File: src/rtl/tstk_pkg.sv
package tstk_pkg;

  localparam int STK_DEPTH = 8;
  localparam int STK_PTR_W = $clog2(STK_DEPTH);
  localparam int TAG_W     = 2;

  typedef enum logic [2:0] {
    OP_NOP   = 3'd0,
    OP_PUSH  = 3'd1,
    OP_POP   = 3'd2,
    OP_READ  = 3'd3,
    OP_WRITE = 3'd4
  } stackOp_e;

  typedef enum logic [TAG_W-1:0] {
    TAG_VALID   = 2'b00,
    TAG_ZERO    = 2'b01,
    TAG_SPECIAL = 2'b10,
    TAG_EMPTY   = 2'b11
  } tag_e;

  // Strobes from control to datapath
  typedef struct packed {
    logic                 load;    // store wrData and its class tag
    logic                 vacate;  // mark slot empty
    logic [STK_PTR_W-1:0] slot;    // physical register targeted
  } stackStrobe_t;

endpackage

File: src/rtl/tstk_ctrl.sv
module tstk_ctrl
  import tstk_pkg::*;
(
  input  logic                       clk,
  input  logic                       rst_n,
  input  logic [2:0]                 opCode,
  input  logic [STK_PTR_W-1:0]       stIdx,
  input  logic [TAG_W*STK_DEPTH-1:0] tagFlat,
  output stackStrobe_t               strobe,
  output logic [STK_PTR_W-1:0]       topQ,
  output logic [STK_PTR_W-1:0]       rdSlot,
  output logic                       ovfQ,
  output logic                       unfQ
);

  localparam logic [STK_PTR_W-1:0] PTR_ONE = 1;

  logic [STK_PTR_W-1:0] topNext;
  logic [STK_PTR_W-1:0] relSlot;
  logic [STK_PTR_W-1:0] belowTop;
  logic                 ovfNext;
  logic                 unfNext;

  function automatic logic slotEmpty(input logic [TAG_W*STK_DEPTH-1:0] flat,
                                     input logic [STK_PTR_W-1:0] s);
    return flat[TAG_W*s +: TAG_W] == TAG_EMPTY;
  endfunction

  // Pointer arithmetic wraps in STK_PTR_W bits (depth is a power of two)
  assign relSlot  = topQ + stIdx;
  assign belowTop = topQ - PTR_ONE;
  assign rdSlot   = relSlot;

  always_comb begin
    strobe  = '0;
    topNext = topQ;
    ovfNext = 1'b0;
    unfNext = 1'b0;
    case (opCode)
      OP_PUSH: begin
        strobe.load = 1'b1;
        strobe.slot = belowTop;
        ovfNext     = !slotEmpty(tagFlat, belowTop);
        topNext     = belowTop;
      end
      OP_POP: begin
        strobe.vacate = 1'b1;
        strobe.slot   = topQ;
        unfNext       = slotEmpty(tagFlat, topQ);
        topNext       = topQ + PTR_ONE;
      end
      OP_READ: begin
        unfNext = slotEmpty(tagFlat, relSlot);
      end
      OP_WRITE: begin
        strobe.load = 1'b1;
        strobe.slot = relSlot;
      end
      default: begin
      end
    endcase
  end

  always_ff @(posedge clk or negedge rst_n) begin
    if (!rst_n) begin
      topQ <= '0;
      ovfQ <= 1'b0;
      unfQ <= 1'b0;
    end else begin
      topQ <= topNext;
      ovfQ <= ovfNext;
      unfQ <= unfNext;
    end
  end

endmodule

File: src/rtl/tstk_datapath.sv
module tstk_datapath
  import tstk_pkg::*;
#(
  parameter  int EXP_W = 15,
  parameter  int SIG_W = 64,
  localparam int WIDTH = 1 + EXP_W + SIG_W
)(
  input  logic                       clk,
  input  logic                       rst_n,
  input  stackStrobe_t               strobe,
  input  logic [STK_PTR_W-1:0]       rdSlot,
  input  logic [WIDTH-1:0]           wrData,
  output logic [WIDTH-1:0]           rdData,
  output logic [TAG_W-1:0]           rdTag,
  output logic [TAG_W*STK_DEPTH-1:0] tagFlat
);

  logic [WIDTH-1:0] dataQ [STK_DEPTH];
  tag_e             tagQ  [STK_DEPTH];
  tag_e             newTag;

  logic [EXP_W-1:0] wrExp;
  logic [SIG_W-1:0] wrSig;

  assign wrExp = wrData[SIG_W +: EXP_W];
  assign wrSig = wrData[SIG_W-1:0];

  // Class of the incoming value; sign bit is not consulted
  always_comb begin
    if (wrExp == '0 && wrSig == '0) newTag = TAG_ZERO;
    else if (&wrExp)                newTag = TAG_SPECIAL;
    else                            newTag = TAG_VALID;
  end

  always_ff @(posedge clk or negedge rst_n) begin
    if (!rst_n) begin
      for (int k = 0; k < STK_DEPTH; k++) begin
        dataQ[k] <= '0;
        tagQ[k]  <= TAG_EMPTY;
      end
    end else if (strobe.load) begin
      dataQ[strobe.slot] <= wrData;
      tagQ[strobe.slot]  <= newTag;
    end else if (strobe.vacate) begin
      tagQ[strobe.slot]  <= TAG_EMPTY;
    end
  end

  assign rdData = dataQ[rdSlot];
  assign rdTag  = tagQ[rdSlot];

  generate
    for (genvar k = 0; k < STK_DEPTH; k++) begin : g_tagPack
      assign tagFlat[TAG_W*k +: TAG_W] = tagQ[k];
    end
  endgenerate

endmodule

File: src/rtl/tagged_reg_stack.sv
module tagged_reg_stack
  import tstk_pkg::*;
#(
  parameter  int EXP_W = 15,
  parameter  int SIG_W = 64,
  localparam int WIDTH = 1 + EXP_W + SIG_W
)(
  input  logic                       clk,
  input  logic                       rst_n,
  input  logic [2:0]                 opCode,
  input  logic [STK_PTR_W-1:0]       stIdx,
  input  logic [WIDTH-1:0]           wrData,
  output logic [WIDTH-1:0]           rdData,
  output logic [TAG_W-1:0]           rdTag,
  output logic [STK_PTR_W-1:0]       topPtr,
  output logic [TAG_W*STK_DEPTH-1:0] tagWord,
  output logic                       ovfFlag,
  output logic                       unfFlag,
  output logic                       invalidOp
);

  stackStrobe_t         strobe;
  logic [STK_PTR_W-1:0] rdSlot;

  tstk_ctrl u_ctrl (
    .clk     (clk),
    .rst_n   (rst_n),
    .opCode  (opCode),
    .stIdx   (stIdx),
    .tagFlat (tagWord),
    .strobe  (strobe),
    .topQ    (topPtr),
    .rdSlot  (rdSlot),
    .ovfQ    (ovfFlag),
    .unfQ    (unfFlag)
  );

  tstk_datapath #(.EXP_W(EXP_W), .SIG_W(SIG_W)) u_dp (
    .clk     (clk),
    .rst_n   (rst_n),
    .strobe  (strobe),
    .rdSlot  (rdSlot),
    .wrData  (wrData),
    .rdData  (rdData),
    .rdTag   (rdTag),
    .tagFlat (tagWord)
  );

  assign invalidOp = ovfFlag | unfFlag;

endmodule

File: config.mk
export PLATFORM = sky130hd
export DESIGN_NAME = tagged_reg_stack
export DESIGN_NICKNAME = d
export VERILOG_FILES = /design/src/rtl/tstk_pkg.sv /design/src/rtl/tstk_ctrl.sv /design/src/rtl/tstk_datapath.sv /design/src/rtl/tagged_reg_stack.sv
export SDC_FILE = /design/constraint.sdc
export NUM_CORES = 1
export LEC_CHECK = 0
export BUFFER_PORTS_ARGS = -buffer_cell sky130_fd_sc_hd__buf_2
export CAP_MARGIN = 20
export CORE_ASPECT_RATIO = 0.8
export CORE_MARGIN = 2
export CORE_UTILIZATION = 40
export CTS_BUF_LIST = sky130_fd_sc_hd__clkbuf_4
export CTS_CLUSTER_DIAMETER = 60
export DETAILED_ROUTE_END_ITERATION = 6
export PLACE_DENSITY = 0.62
export SLEW_MARGIN = 15
export SYNTH_ARGS = -nofsm -noshare
export SYNTH_HDL_FRONTEND = slang
export SYNTH_HIERARCHICAL = 1
export SYNTH_SLANG_ARGS = --single-unit
File: constraint.sdc
create_clock -name clk -period 5.9 [get_ports clk]
set_clock_uncertainty 0.1 [all_clocks]
set_input_delay 0.885 -clock clk [delete_from_list [all_inputs] [get_ports clk]]
set_output_delay 0.885 -clock clk [all_outputs]
set_load 0.05 [all_outputs]
==> run metrics <==
status=complete, no violations; die span in x=approximately 310 um; Slew headroom=35.33%; largest net degree at the start of global routing=145; total gr overflow=0; Vias/cell=5.415; Mean Syn Cell Area=13.52 um^2; die area=78,760 um^2; Seq/Total Area, Yosys=54.11%; Fin. Hold Viols=0; Simple-Gate Fraction of Synth Area=7.870%; clock root buffer=clkbuf_4; initial antenna violation count=8; CP Cell Sequence=ha_4 -> fa_4 -> buf_12 -> mux4_2 -> mux2_2 -> buf_2; Ports=192; clk buf depth=3; max_cap viols=0; cells after synthesis=2,263; DRC violations left=0; asr flop ratio synth=between 90% and 100%; area of the core=75,560 um^2; grt met3 use=4.948%; Post-Synth Adder-Cell Area=0.1881%; CP max-delay cell=fa_4; # setup viols final=0; Top delay family on crit path=adder cells; EDFF count, synth=0; routed wire length=about 81 mm; worst min path class=input port to flop; fmax=195.4 MHz; Clock Latency Late Sink=1.00 ns; CTS Sinks=661; most frequent cells in the layout=dfrtp_1, mux2_2, nand2_1, clkbuf_4, buf_2; Final Core Density=46.61%; crit end category=output pin; Critical Path AT=4.13 ns; fin crit share=86.76%; R2R setup slack=1.74 ns; Nets=between 2,000 and 3,000; Data required, critical path=4.91 ns; Design Area, Final=35,220 um^2; Max VDD drop=0.0003875 V; syn_nets=2,355; cell count after placement=3,279; GRT busiest layer=met2; TritonRoute pass-1 iters=5; total negative setup slack=0 ns; initial drt markers=1,515; vias in the first global route=20,970; CTS H-tree lvls=4; compound-gate portion of the synthesized area=0.9117%; worst slew pin tran=0.9700 ns; chip height=251.4 um; min cycle time layout=5.119 ns; unrepaired setup endpoints after global routing=false; cell area after synthesis=30,610 um^2; CTS tree=built; Seq cells post-synth=661; PortBufs=191; post-CTS sizing=0; Final HPWL DP=47.08 mm; Slew Limit Fails=0; GRT met2 Usage=31.65%; leakage power=16.93 nW; power per cell area=623.5 nW/um^2; Layout fillers=6,717; clock-pin transition on the worst setup and hold timing paths=0.08 ns; initial core utilization=40.51%; DR WL/cell=22.14 um; gpl congestion=slightly above 0.8; Non-Filler Instances=3,644; CP Class=flop to output pin; DR vias=19,730; largest family of logic cells by synthesized area=multiplexers; global-route usage over all layers=between 20% and 30%; first-pass GRT wire length=between 100 and 150 mm; cts bufs inserted=171; crit start category=flop; CP Max Fanout=67; layout cell share with drive strength beyond 1=47.88%; Area growth syn-to-layout=15.08%; commonest non-fill, non-tap cell in the layout=dfrtp_1; Buffers & Inverters on Critical Path=2; Most used DFF post-synth=dfrtp_1; post-route ant nets=0; post-synthesis xor/xnor area fraction=0.2003%; post-synthesis mux area share=33.16%; synth unique cells=48; CP peak stage delay=approximately 1 ns; Ys Warns=6; # rows=90; GR met1 Demand/Resource=29.29%; Tot Pwr=0.02196 W; Post-Place Cell Area=around 32,000 um^2
-- flip-flops by register name, summed over array words and instances (netlist names) --
register,flops
u_ctrl/topQ,3
u_dp/tagFlat,16
u_ctrl/unfQ,1
u_dp/dataQ,640
u_ctrl/ovfQ,1
-- report_power, final --
group / switching (W) / internal, W
logic: 0.00617 / 0.00438
registers: 0.00100 / 0.00643
clock network: 0.00193 / 0.00205
-- Yosys cell counts, types with 4 or more instances --
library cell  number  share of area, %
o22a_1             7              0.20
xor2_1             4              0.11
mux4_2           166                12
dfstp_2           16               1.4
buf_4             22              0.54
nand2_1          497               6.1
clkbuf_1         109               1.3
buf_2             75               1.2
buf_6              7              0.26
mux2i_1            6              0.20
nor2_1            18              0.22
dfrtp_1          645                53
nor3b_1            4             0.098
buf_1              9              0.11
a31oi_1            8              0.16
nor3_1            12              0.20
mux2_2           562                21
nand4_1            5              0.10
a21oi_1           13              0.21
nor4_1            19              0.39
nand2b_1           5              0.10
and4_1             5              0.14
-- final timing paths --
path | cells past startpoint | end | start
worst max-delay path | 6 | rdData[15] | u_ctrl/topQ[0]
min in group asynchronous | 2 | u_dp/dataQ[146] | rst_n
worst min register to register | 2 | u_dp/dataQ[487] | u_dp/dataQ[487]
worst min-delay path | 3 | u_dp/dataQ[487] | wrData[7]
worst max register to register | 11 | u_dp/dataQ[455] | u_ctrl/topQ[0]
max in group asynchronous | 3 | u_dp/dataQ[514] | rst_n
-- worst register-to-register path: stages, from the launching register on --
cell and delay (ns):
dfrtp_1 0.50, ha_4 0.22, fa_4 0.42, xor2_1 0.49, o221ai_1 0.21, o21ai_1 0.11
o21ai_1 0.09, buf_4 0.20, nor3b_1 0.30, and2_4 0.61, buf_4 0.42, mux2_2 0.38
-- stage by stage --
stage	setup slack, ns	hold slack, ns
2_1_floorplan	1.893	0.3409
3_3_place_gp	1.292	0.3521
3_5_place_dp	1.308	0.3596
4_1_cts	0.6986	0.0008542
5_1_grt	0.6578	0.03397
6_report	0.7811	0.1055
-- layout make-up --
class                   instances  area, um^2  share of cell area (%)
multi-input cells            1374       13030                   36.99
inverters                       3       11.26                 0.03197
clock inverters                44       275.3                  0.7816
diodes                          9       22.52                 0.06395
flip-flops and latches        661       16560                   47.02
clock buffers                 252        1892                   5.371
well taps                    1012        1266                   3.595
repair buffers                289        2165                   6.146
-- routing by layer --
metal / share of wire, % / up-vias
li1: - / 8577
met1: 45 / 10370
met2: 46 / 649
met3: 6.3 / 126
met4: 2.0 / 6
met5: 0.047 / -
-- cells by family after synthesis --
kind of cell / Yosys count
adders and majority gates: 4
xor gates and xnor gates: 7
muxes: 735
buffers and inverters: 228
AOI/OAI and AO/OA: 42
DFF: 661
and+or+nand+nor: 586
-- timing repair --
| action | CTS | global route |
|---|---|---|
| buffers inserted | 0 | 0 |
| endpoints found under the hold margin | 229 | 0 |
| hold buffers | 60 | 0 |
No activity file was read; power rests on OpenSTA's default activity.
